`config.mk`:
```
export PLATFORM = sky130hd
export DESIGN_NAME = i2c_addr_matcher
export DESIGN_NICKNAME = d
export VERILOG_FILES = /design/src/rtl/i2c_match_pkg.sv /design/src/rtl/i2c_addr_compare.sv /design/src/rtl/i2c_match_seq.sv /design/src/rtl/i2c_addr_matcher.sv
export SDC_FILE = /design/constraint.sdc
export NUM_CORES = 1
export LEC_CHECK = 0
export ABC_CLOCK_PERIOD_IN_PS = 1600
export BUFFER_PORTS_ARGS = -buffer_cell sky130_fd_sc_hd__buf_4
export CELL_PAD_IN_SITES_DETAIL_PLACEMENT = 2
export CELL_PAD_IN_SITES_GLOBAL_PLACEMENT = 2
export CORE_MARGIN = 5
export CORE_UTILIZATION = 21
export CTS_CLUSTER_SIZE = 24
export DETAILED_ROUTE_END_ITERATION = 8
export PLACE_DENSITY = 0.78
export SYNTH_ARGS = -nofsm -noshare
export SYNTH_HDL_FRONTEND = slang
export SYNTH_HIERARCHICAL = 1
export SYNTH_SLANG_ARGS = --single-unit
```
`constraint.sdc`:
```
create_clock -name clk -period 1.6 [get_ports clk]
set_clock_uncertainty 0.1 [all_clocks]
set_input_delay 0.08 -clock clk [delete_from_list [all_inputs] [get_ports clk]]
set_output_delay 0.08 -clock clk [all_outputs]
set_load 0.02 [all_outputs]
```
`src/rtl/i2c_match_pkg.sv`:
```
package i2c_match_pkg;
  localparam int ADDR_W = 7;
  localparam int BYTE_W = ADDR_W + 1;

  localparam logic [BYTE_W-1:0] GC_ADDR  = 8'h00;
  localparam logic [BYTE_W-1:0] RST_KEY1 = 8'hA5;
  localparam logic [BYTE_W-1:0] RST_KEY2 = 8'h5A;

  typedef enum logic [2:0] {
    ST_IDLE,
    ST_ADDR,
    ST_SEL,
    ST_REJ,
    ST_GC1,
    ST_GC2,
    ST_GCEND
  } match_state_e;

  // compare a 7-bit address with the upper bits of a stored 8-bit register
  function automatic logic addr_eq(input logic [ADDR_W-1:0] a,
                                   input logic [BYTE_W-1:0] stored);
    return a == stored[BYTE_W-1:1];
  endfunction
endpackage

```
`src/rtl/i2c_addr_compare.sv`:
```
module i2c_addr_compare
  import i2c_match_pkg::*;
#(
  parameter int NSUB = 3
) (
  input  logic [BYTE_W-1:0]      addr_byte_i,
  input  logic [ADDR_W-1:0]      hw_addr_i,
  input  logic [BYTE_W-1:0]      allcall_reg_i,
  input  logic                   allcall_en_i,
  input  logic [NSUB*BYTE_W-1:0] sub_regs_i,
  input  logic [NSUB-1:0]        sub_en_i,
  output logic                   gc_hit_o,
  output logic                   hw_hit_o,
  output logic                   grp_hit_o
);
  logic            is_write;
  logic            all_hit;
  logic [NSUB-1:0] sub_hit;

  assign is_write = ~addr_byte_i[0];

  generate
    for (genvar k = 0; k < NSUB; k++) begin : g_sub
      assign sub_hit[k] = sub_en_i[k] & is_write &
                          addr_eq(addr_byte_i[BYTE_W-1:1], sub_regs_i[k*BYTE_W +: BYTE_W]);
    end
  endgenerate

  assign all_hit   = allcall_en_i & is_write & addr_eq(addr_byte_i[BYTE_W-1:1], allcall_reg_i);
  assign gc_hit_o  = (addr_byte_i == GC_ADDR);
  assign hw_hit_o  = (addr_byte_i[BYTE_W-1:1] == hw_addr_i);
  assign grp_hit_o = all_hit | (|sub_hit);
endmodule

```
`src/rtl/i2c_match_seq.sv`:
```
module i2c_match_seq
  import i2c_match_pkg::*;
(
  input  logic              clk,
  input  logic              rst_n,
  input  logic              start_i,
  input  logic              stop_i,
  input  logic              byte_valid_i,
  input  logic [BYTE_W-1:0] byte_i,
  input  logic              gc_hit_i,
  input  logic              hw_hit_i,
  input  logic              grp_hit_i,
  output logic              ack_valid_o,
  output logic              ack_o,
  output logic              sel_o,
  output logic              rd_o,
  output logic              soft_rst_o
);
  match_state_e st_q, st_d;
  logic ackv_q, ackv_d, ack_q, ack_d, rd_q, rd_d, rst_q, rst_d;

  always_comb begin
    st_d   = st_q;
    ackv_d = 1'b0;
    ack_d  = 1'b0;
    rst_d  = 1'b0;
    rd_d   = rd_q;
    if (start_i) begin
      st_d = ST_ADDR;
    end else if (stop_i) begin
      st_d = ST_IDLE;
    end else if (byte_valid_i) begin
      case (st_q)
        ST_ADDR: begin
          ackv_d = 1'b1;
          if (gc_hit_i) begin
            ack_d = 1'b1;
            st_d  = ST_GC1;
          end else if (hw_hit_i | grp_hit_i) begin
            ack_d = 1'b1;
            rd_d  = byte_i[0];
            st_d  = ST_SEL;
          end else begin
            st_d = ST_REJ;
          end
        end
        ST_GC1: begin
          ackv_d = 1'b1;
          if (byte_i == RST_KEY1) begin
            ack_d = 1'b1;
            st_d  = ST_GC2;
          end else begin
            st_d = ST_GCEND;
          end
        end
        ST_GC2: begin
          ackv_d = 1'b1;
          st_d   = ST_GCEND;
          if (byte_i == RST_KEY2) begin
            ack_d = 1'b1;
            rst_d = 1'b1;
          end
        end
        ST_GCEND: ackv_d = 1'b1;
        default: ;
      endcase
    end
  end

  always_ff @(posedge clk or negedge rst_n) begin
    if (!rst_n) begin
      st_q   <= ST_IDLE;
      ackv_q <= 1'b0;
      ack_q  <= 1'b0;
      rd_q   <= 1'b0;
      rst_q  <= 1'b0;
    end else begin
      st_q   <= st_d;
      ackv_q <= ackv_d;
      ack_q  <= ack_d;
      rd_q   <= rd_d;
      rst_q  <= rst_d;
    end
  end

  assign ack_valid_o = ackv_q;
  assign ack_o       = ack_q;
  assign sel_o       = (st_q == ST_SEL);
  assign rd_o        = rd_q & (st_q == ST_SEL);
  assign soft_rst_o  = rst_q;
endmodule

```
`src/rtl/i2c_addr_matcher.sv`:
```
module i2c_addr_matcher
  import i2c_match_pkg::*;
#(
  parameter int NSUB = 3
) (
  input  logic                   clk,
  input  logic                   rst_n,
  input  logic                   start_i,
  input  logic                   stop_i,
  input  logic                   byte_valid_i,
  input  logic [BYTE_W-1:0]      byte_i,
  input  logic [ADDR_W-1:0]      hw_addr_i,
  input  logic [BYTE_W-1:0]      allcall_addr_i,
  input  logic                   allcall_en_i,
  input  logic [NSUB*BYTE_W-1:0] sub_addr_i,
  input  logic [NSUB-1:0]        sub_en_i,
  output logic                   ack_valid_o,
  output logic                   ack_o,
  output logic                   sel_o,
  output logic                   rd_o,
  output logic                   soft_rst_o
);
  // named decode events, also observed by the checker
  logic hit_gc, hit_hw, hit_grp;

  i2c_addr_compare #(.NSUB(NSUB)) u_cmp (
    .addr_byte_i  (byte_i),
    .hw_addr_i    (hw_addr_i),
    .allcall_reg_i(allcall_addr_i),
    .allcall_en_i (allcall_en_i),
    .sub_regs_i   (sub_addr_i),
    .sub_en_i     (sub_en_i),
    .gc_hit_o     (hit_gc),
    .hw_hit_o     (hit_hw),
    .grp_hit_o    (hit_grp)
  );

  i2c_match_seq u_seq (
    .clk         (clk),
    .rst_n       (rst_n),
    .start_i     (start_i),
    .stop_i      (stop_i),
    .byte_valid_i(byte_valid_i),
    .byte_i      (byte_i),
    .gc_hit_i    (hit_gc),
    .hw_hit_i    (hit_hw),
    .grp_hit_i   (hit_grp),
    .ack_valid_o (ack_valid_o),
    .ack_o       (ack_o),
    .sel_o       (sel_o),
    .rd_o        (rd_o),
    .soft_rst_o  (soft_rst_o)
  );
endmodule

```
==> run summary, run 1 <==
Outcome = finished with violations
Violated checks = setup timing
Final hold violations = 0
CTS clk-pin slew, worst paths = 40 ps
Root Buffer = clkbuf_8
Initial DRC count = 21
PortBufs = 56
Std-Cell Core Area = 0.004058 mm^2
Vias in the first global route = 1256
Share of cells above drive strength 1 = 0.5291
GRT Util Overall = 0.1391
Initial Util = 0.2195
Area Growth Syn to Fin = 86.10%
Largest net degree at the start of global routing = 10
Commonest non-fill, non-tap cell in the layout = buf_4
R2r setup slk = 70 ps
Clock tree buffer depth = 2
Die area = 0.005645 mm^2
Sequential area share after synthesis = 0.1966
Hold Path Depth = 3
Grt total ovfl = 0
Peak Freq = 617.0 MHz
Cell count after synthesis = 103
Hold crit path type = in -> reg
Maximum vdd drop = 0.1709 mV
Post-synthesis simple-gate area fraction = 0.3034
Final worst slack = -20.69 ps
Hold EP = u_seq/st_q[1]
Post-synthesis compound-gate area fraction = 0.07022
Mux share of post-synthesis cell area = 0.01264
Remaining DRCs = 0
# diodes = 0
Clk_lat worst skew = 230 ps
Via density = 4.685
Die W = 75.13 um
Pwr per Cell Area = 467.9 mW/mm^2
RSZ-0062 raised after global routing = yes
Synth Area in Adders = 0
Mapped Area = 890.9 um^2
Gpl congestion = 0.7775
Routed Antenna Nets = 0
Place WS = -319.0 ps
Hold Startpoint = start_i
Via count = 1040
Final Power = 0.0007757 W
Min cycle time layout = 1621 ps
Syn Nets = 159
Initial DRT Pass Iterations = 4
I/O Pins = 61
DP HPWL = 3105 um
Crit path max fanout = 6
CP Data Required Time = 1610 ps
Max_slew headroom = 0.7925
Clock buffer count from CTS = 3
Largest family of logic cells by synthesized area = XOR/XNOR gates
Pleak = 0.7278 nW
FF-to-FF path depth = 4
Commonest non-fill, non-tap cells in the layout = buf_4 (58), xor2_1 (20), xnor2_1 (11), buf_6 (6), nand4_1 (6)
Asr flop ratio synth = 1.000
Synth Area in XOR/XNOR = 0.3441
Final setup fails = 2
Avg Cell Area, Syn = 8.649 um^2
Clock Sinks = 7
Endpoint class of the critical path = flip-flop
First-pass GRT wire length = 5947 um
Worst Tran Pin Value = 308.7 ps
Setup_tns = -21.94 ps
Crit path DAT = 1630 ps
Dominant synthesized flop cell = dfrtp_1
FF-to-FF End = u_seq/rd_q
Final Cycle Share = 1.013
Nets@finish = 229
Crit path launch type = input port
CTS tree = yes
Die H = 75.13 um
DRT Wirelength = 3776 um
Post-synth EDFFs = 0
Yosys reg bits = 7
Post-synth cell types = 33
Total of max-cap violations = 0
Row count = 23
Syn. warnings = 6
Max Slew Vio Count = 0
Initial antenna violation count = 0
Worst r2r src = u_seq/st_q[1]
WL/cell = 17.01 um
Critical path class = in -> reg
H-Tree Depth = 1
-- cells in the mapped netlist (all sizes together) (2+ instances only) --
cell / number / share of area
xor2: 23 / 0.23
xnor2: 12 / 0.12
buf: 8 / 0.069
dfrtp: 7 / 0.20
nand4: 6 / 0.042
nor2: 6 / 0.025
nor4: 5 / 0.035
nor3b: 4 / 0.034
a21oi: 3 / 0.017
and2: 2 / 0.014
nand2: 2 / 0.0084
nand2b: 2 / 0.014
nor3: 2 / 0.011
nor4bb: 2 / 0.022
o21ai: 2 / 0.011
or3: 2 / 0.014
or4: 2 / 0.017
-- final cells by class --
class                   instances  area, um^2
flip-flops and latches          7       177.7
well taps                      50       62.56
repair buffers                 73       643.1
clock buffers                   4       45.04
fillers                       450        2400
multi-input cells              87       725.7
inverters                       1       3.754
-- registers in the layout, indices dropped and copies added, names as in the netlist --
signal and count:
u_seq/rd_q 1, u_seq/ack_valid_o 1, u_seq/st_q 3, u_seq/soft_rst_o 1
u_seq/ack_o 1
-- how the worst max path moves through the flow --
stage,slack (ps),startpoint,endpoint
final,-20,byte_i[2],u_seq/rd_q
after global routing,-120,byte_i[2],u_seq/rd_q
after CTS,-50,byte_i[2],u_seq/rd_q
after detailed placement,-320,byte_i[6],u_seq/rd_q
after global placement,-280,byte_i[2],u_seq/rd_q
after floorplan,-40,byte_i[2],u_seq/rd_q
-- layer usage --
metal	track usage	wire, um	vias up
met5	0	0	-
met4	0.04660	61	0
met3	0.02537	276	6
met2	0.2698	1966	52
met1	0.1494	1471	484
li1	-	-	498
-- kinds of logic (layout without fill, tap and decap cells) --
group,after synthesis,in the layout
compound gates,10,10
xor+xnor,35,35
buf+inv,9,78
flops,7,7
mux,1,1
simple gates,41,41
-- metrics by stage --
stage          hold WS [ps]  std cells  area (um^2)  utilization
6_report              64.92        222         1658       0.4086
5_1_grt               75.35        222         1658       0.4086
4_1_cts               58.16        221         1554       0.3830
3_5_place_dp         -200.9        212         1420       0.3500
3_3_place_gp         -204.5        212         1420       0.3500
2_1_floorplan        -315.6        103        920.9            -
-- power by group --
group          switching [W]  internal (W)  leakage (nW)
combinational       0.000132      0.000197         0.614
clock              0.0000855      0.000173        0.0228
sequential        0.00000558      0.000183        0.0914
total               0.000223      0.000553         0.728
-- timing repair --
action | in CTS | in global routing
buffers inserted | 2 | 1
pin swaps | 9 | 16
resized for setup | 11 | 21
hold buffers | 3 | 0
endpoints found under the setup margin | 1 | 4
hold endpoints to repair | 9 | 0
cloned | 0 | 0
-- worst max-delay path: stages --
cell	delay, ps
buf_8	110
buf_12	130
xnor2_1	200
nand4_1	180
nor4_2	260
nor2_2	80
nor4b_2	260
mux2_1	340
Power figures use the tool's default switching activity.
==> run 2: changes to the inputs <==
- REMOVE_ABC_BUFFERS: unset -> 1
==> run summary, run 2 (synthesized netlist as in run 1, its figures left out) <==
Root Buffer = clkbuf_8
Largest net degree at the start of global routing = 10
CTS tree = yes
Clock tree buffer depth = 2
Min cycle time layout = 1569 ps
Dpl cell area = 0.001415 mm^2
Die area = 0.005645 mm^2
R2r setup slk = 130 ps
Fillers = 437
Vias in the first global route = 1266
GRT Util Overall = 0.1423
WL/cell = 17.42 um
Initial Util = 0.2195
Setup_tns = 0 ps
Maximum vdd drop = 0.1325 mV
Final hold violations = 0
Final Cycle Share = 0.9805
Remaining DRCs = 0
Grt total ovfl = 0
Std-Cell Core Area = 0.004058 mm^2
Place WS = -307.6 ps
Worst Tran Pin Value = 267.0 ps
Die H = 75.13 um
Clock Sinks = 7
Area used by multi-input combinational logic = 762.0 um^2
I/O Pins = 61
Hold Slack = 65.70 ps
Outcome = complete, no violations
Max Slew Vio Count = 0
Die W = 75.13 um
Area Growth Syn to Fin = 83.01%
CP Data Required Time = 1610 ps
Design area = 0.001630 mm^2
Max_slew headroom = 0.8206
Routed Antenna Nets = 0
Pwr per Cell Area = 471.8 mW/mm^2
Final setup fails = 0
CTS clk-pin slew, worst paths = 40 ps
Via density = 4.709
Endpoint class of the critical path = flip-flop
Via count = 1036
Critical path class = in -> reg
H-Tree Depth = 1
PortBufs = 56
Peak Freq = 637.4 MHz
Nets@finish = 227
Total of max-cap violations = 0
First-pass GRT wire length = 6051 um
Final worst slack = 31.23 ps
Commonest non-fill, non-tap cells in the layout = buf_4 (60), xor2_1 (17), xnor2_1 (12), buf_6 (7)
DP HPWL = 3208 um
Crit path DAT = 1580 ps
Clock buffer count from CTS = 3
Initial DRC count = 13
Commonest non-fill, non-tap cell in the layout = buf_4
Share of cells above drive strength 1 = 0.5471
Final core area utilization = 0.4018
Hold crit path type = in -> reg
Gpl congestion = 0.8144
Crit path launch type = input port
Pleak = 0.7029 nW
Max reg flops = 3
Initial DRT Pass Iterations = 3
Reg with most FFs = u_seq/st_q
Register area = 177.7 um^2
Clk_lat worst skew = 230 ps
# diodes = 0
Row count = 23
Crit path max fanout = 2
DRT Wirelength = 3833 um
Initial antenna violation count = 0
==> run 2: per-layer routing <==
| metal | global-route usage | part of all wire | vias to the layer above |
|---|---|---|---|
| met5 | 0 | 0 | - |
| li1 | - | - | 490 |
| met2 | 0.2698 | 0.52 | 49 |
| met1 | 0.1523 | 0.37 | 490 |
| met3 | 0.03471 | 0.087 | 7 |
| met4 | 0.04854 | 0.017 | 0 |
==> run 2: worst max-delay path: stages <==
cell and delay [ps]:
buf_4 120, xor2_2 170, nor4_2 270, nand4_1 150, nand4_1 160, nor2_1 80, nor4b_2 220, mux2_1 340
==> run 2: worst paths after layout <==
path | startpoint | to | depth (start not counted)
worst max-delay path | sub_addr_i[6] | u_seq/rd_q | 8
worst min-delay path | byte_valid_i | u_seq/ack_o | 3
worst max register to register | u_seq/st_q[1] | u_seq/rd_q | 4
worst min register to register | u_seq/rd_q | u_seq/rd_q | 1
max in group asynchronous | rst_n | u_seq/st_q[2] | 2
min in group asynchronous | rst_n | u_seq/st_q[1] | 2
==> run 2: report_power, final <==
| part | total (W) | leakage (nW) | internal [W] | switching, W |
|---|---|---|---|---|
| Sequential | 0.000190 | 0.0914 | 0.000183 | 0.00000631 |
| Combinational | 0.000322 | 0.589 | 0.000185 | 0.000137 |
| Clock | 0.000257 | 0.0228 | 0.000173 | 0.0000845 |
==> run 2: metrics by stage <==
stage | total power [W] | std cells
2_1_floorplan | 0.0002869 | 95
3_3_place_gp | 0.0004616 | 213
4_1_cts | 0.0007588 | 220
5_1_grt | 0.0008123 | 220
6_report | 0.0007692 | 220
3_5_place_dp | 0.0004761 | 213
==> run 2: cell type report <==
| class | count | area share |
|---|---|---|
| Inverter | 1 | 0.002302 |
| Clock buffer | 4 | 0.02763 |
| Multi-Input combinational cell | 87 | 0.4674 |
| Sequential cell | 7 | 0.1090 |
| Timing Repair Buffer | 71 | 0.3553 |
| Tap cell | 50 | 0.03837 |
==> run 2: what timing repair did <==
| action | CTS | global route |
|---|---|---|
| endpoints found under the setup margin | 3 | 4 |
| hold buffers | 3 | 0 |
| buffers inserted | 0 | 0 |
| endpoints found under the hold margin | 9 | 0 |
| pin swaps | 10 | 15 |
| gates resized for setup | 9 | 20 |
==> run 3: changes to the inputs <==
- ABC_AREA: unset -> 1
- CAP_MARGIN: unset -> 20
- CORE_UTILIZATION: 21 -> 19
- PLACE_DENSITY: 0.78 -> 0.79
==> run summary, run 3 <==
Outcome = complete, no violations
Crit path launch type = input port
Area used by multi-input combinational logic = 758.2 um^2
Cell count after synthesis = 234
Yosys reg bits = 7
Via count = 1617
Max Slew Vio Count = 0
Top post-synthesis cells by area = nand2_1 (33%), dfrtp_1 (16%), inv_1 (15%)
Routed Antenna Nets = 0
Avg Cell Area, Syn = 4.818 um^2
FF-to-FF path depth = 6
Final core area utilization = 0.3007
DRT Wirelength = 4868 um
Hold crit path type = in -> reg
Final Power = 0.0007678 W
Vias in the first global route = 1866
CP Data Required Time = 1650 ps
Setup_tns = 0 ps
Peak Freq = 713.2 MHz
Hold EP = u_seq/st_q[0]
Die area = 0.007574 mm^2
Clock buffer count from CTS = 3
Die H = 87.03 um
Critical Path Most Common Cell = nand2_1
RSZ-0062 raised after global routing = no
CTS clk-pin slew, worst paths = 40 ps
Initial antenna violation count = 0
Fin cells = 378
Most common cell in the netlist = nand2_1
Hold Startpoint = start_i
H-Tree Depth = 1
Register area = 175.2 um^2
Delay-heaviest family, CP = simple AND/OR/NAND/NOR gates
FF-to-FF End = u_seq/ack_o
Critical path, cell by cell = buf_4 > inv_1 > nand2_1 > nand2_1 > nor2_1 > nand2_1 > nor2_1 > nor2_1 > nand2_1 > nor2_1 > nand2_1 > nand3_1 > nand2_1 > inv_1 > nand2_1 > a21oi_2
Final hold violations = 0
Max reg flops = 3
Gpl congestion = 0.7717
Dominant synthesized flop cell = dfrtp_1
Reg with most FFs = u_seq/st_q
Via density = 4.278
CP Buf/Inv Count = 3
Fillers = 781
Share of cells above drive strength 1 = 0.2508
Remaining DRCs = 0
GRT Util Overall = 0.1328
Pleak = 1.080 nW
Clock tree buffer depth = 2
DP HPWL = 4333 um
Crit-path max cell delay = 200 ps
Cts repair resizes = 0
Placed Cells = 373
WL/cell = 12.88 um
Clock Sinks = 7
Initial DRT Pass Iterations = 4
Nets@finish = 360
Slowest-stage cell, CP = inv_1
Commonest cells post-synth = nand2_1 (98), inv_1 (45), nor2_1 (39)
Post-synth EDFFs = 0
Largest net degree at the start of global routing = 11
Commonest non-fill, non-tap cell in the layout = nand2_1
Maximum vdd drop = 0.2058 mV
# diodes = 0
Share of the synthesized area in the top cell type = 0.3263
I/O Pins = 61
R2r setup slk = 270 ps
Worst Tran Pin Value = 265.4 ps
Post-CTS Setup Bufs = 0
Crit path DAT = 1450 ps
Initial DRC count = 27
Worst r2r src = u_seq/st_q[1]
Grt total ovfl = 0
Syn. warnings = 6
Post-synth cell types = 21
Std-Cell Core Area = 0.005851 mm^2
Asr flop ratio synth = 1.000
Row count = 28
Clk_lat worst skew = 220 ps
Min cycle time layout = 1402 ps
Final setup fails = 0
CTS tree = yes
Area Growth Syn to Fin = 56.05%
Die W = 87.03 um
PortBufs = 56
Root Buffer = clkbuf_8
Final Cycle Share = 0.8764
Commonest non-fill, non-tap cells in the layout = nand2_1 (98), buf_4 (65), inv_1 (45), nor2_1 (39), nand3_1 (9)
First-pass GRT wire length = 8135 um
Hold Path Depth = 3
Synth area leader = nand2_1
Total of max-cap violations = 0
Crit path max fanout = 7
Endpoint class of the critical path = flip-flop
Sequential area share after synthesis = 0.1554
Mapped Area = 0.001127 mm^2
Max_slew headroom = 0.8217
Initial Util = 0.1927
Pwr per Cell Area = 436.4 mW/mm^2
Critical path class = in -> reg
[run 3: worst max-delay path by stage]
| stage | from | to | slack (ps) | cells after the start |
|---|---|---|---|---|
| final | byte_i[4] | u_seq/st_q[0] | 200 | 16 |
| after global routing | byte_i[4] | u_seq/st_q[0] | 20 | 15 |
| after CTS | byte_i[4] | u_seq/st_q[0] | 190 | 16 |
| after detailed placement | byte_i[4] | u_seq/st_q[0] | -40 | 16 |
| after global placement | byte_i[4] | u_seq/st_q[0] | 30 | 16 |
| after floorplan | byte_i[2] | u_seq/st_q[0] | 380 | 15 |
[run 3: logic make-up (layout without fill, tap and decap cells)]
kind of cell    after synthesis  after routing  synth area share
compound gates               11             11           0.05439
xor+xnor                      7              7           0.05439
buf+inv                      51            120            0.1720
flops                         7              7            0.1554
simple gates                158            158            0.5638
[run 3: what timing repair did]
action	4_1_cts	5_1_grt
hold buffers	1	0
endpoints found under the setup margin	0	0
hold endpoints to repair	7	0
[run 3: cell type report]
class	count	area share
Multi-Input combinational cell	176	0.4310
Tap cell	75	0.05334
Clock buffer	4	0.02560
Inverter	50	0.1074
Sequential cell	7	0.09957
Timing Repair Buffer	66	0.2831
[run 3: worst register-to-register path: stages (launching register included)]
cell	delay [ps]
dfrtp_1	430
inv_2	120
nand3_1	150
nand3b_1	250
nand3_1	100
nand2_1	70
inv_1	60
[run 3: stage by stage]
step	cell area [um^2]	setup WS, ps	hold WS [ps]
4_1_cts	1759	188.6	48.69
3_5_place_dp	1704	-36.87	-200.5
5_1_grt	1759	21.62	61.36
3_3_place_gp	1704	30.24	-203.2
2_1_floorplan	1122	376.0	-315.6
6_report	1759	197.8	45.96
[run 3: layer usage]
layer  vias up  track usage  part of all wire
met5         -            0                 0
met4         0     0.008499            0.0014
met3         2      0.01419             0.030
met2        25       0.2643              0.54
met1       764       0.1562              0.43
li1        826            -                 -
[run 3: power breakdown]
group	switching [W]	internal, W
Combinational	0.000173	0.000164
Sequential	0.00000725	0.000185
Clock	0.0000678	0.000172
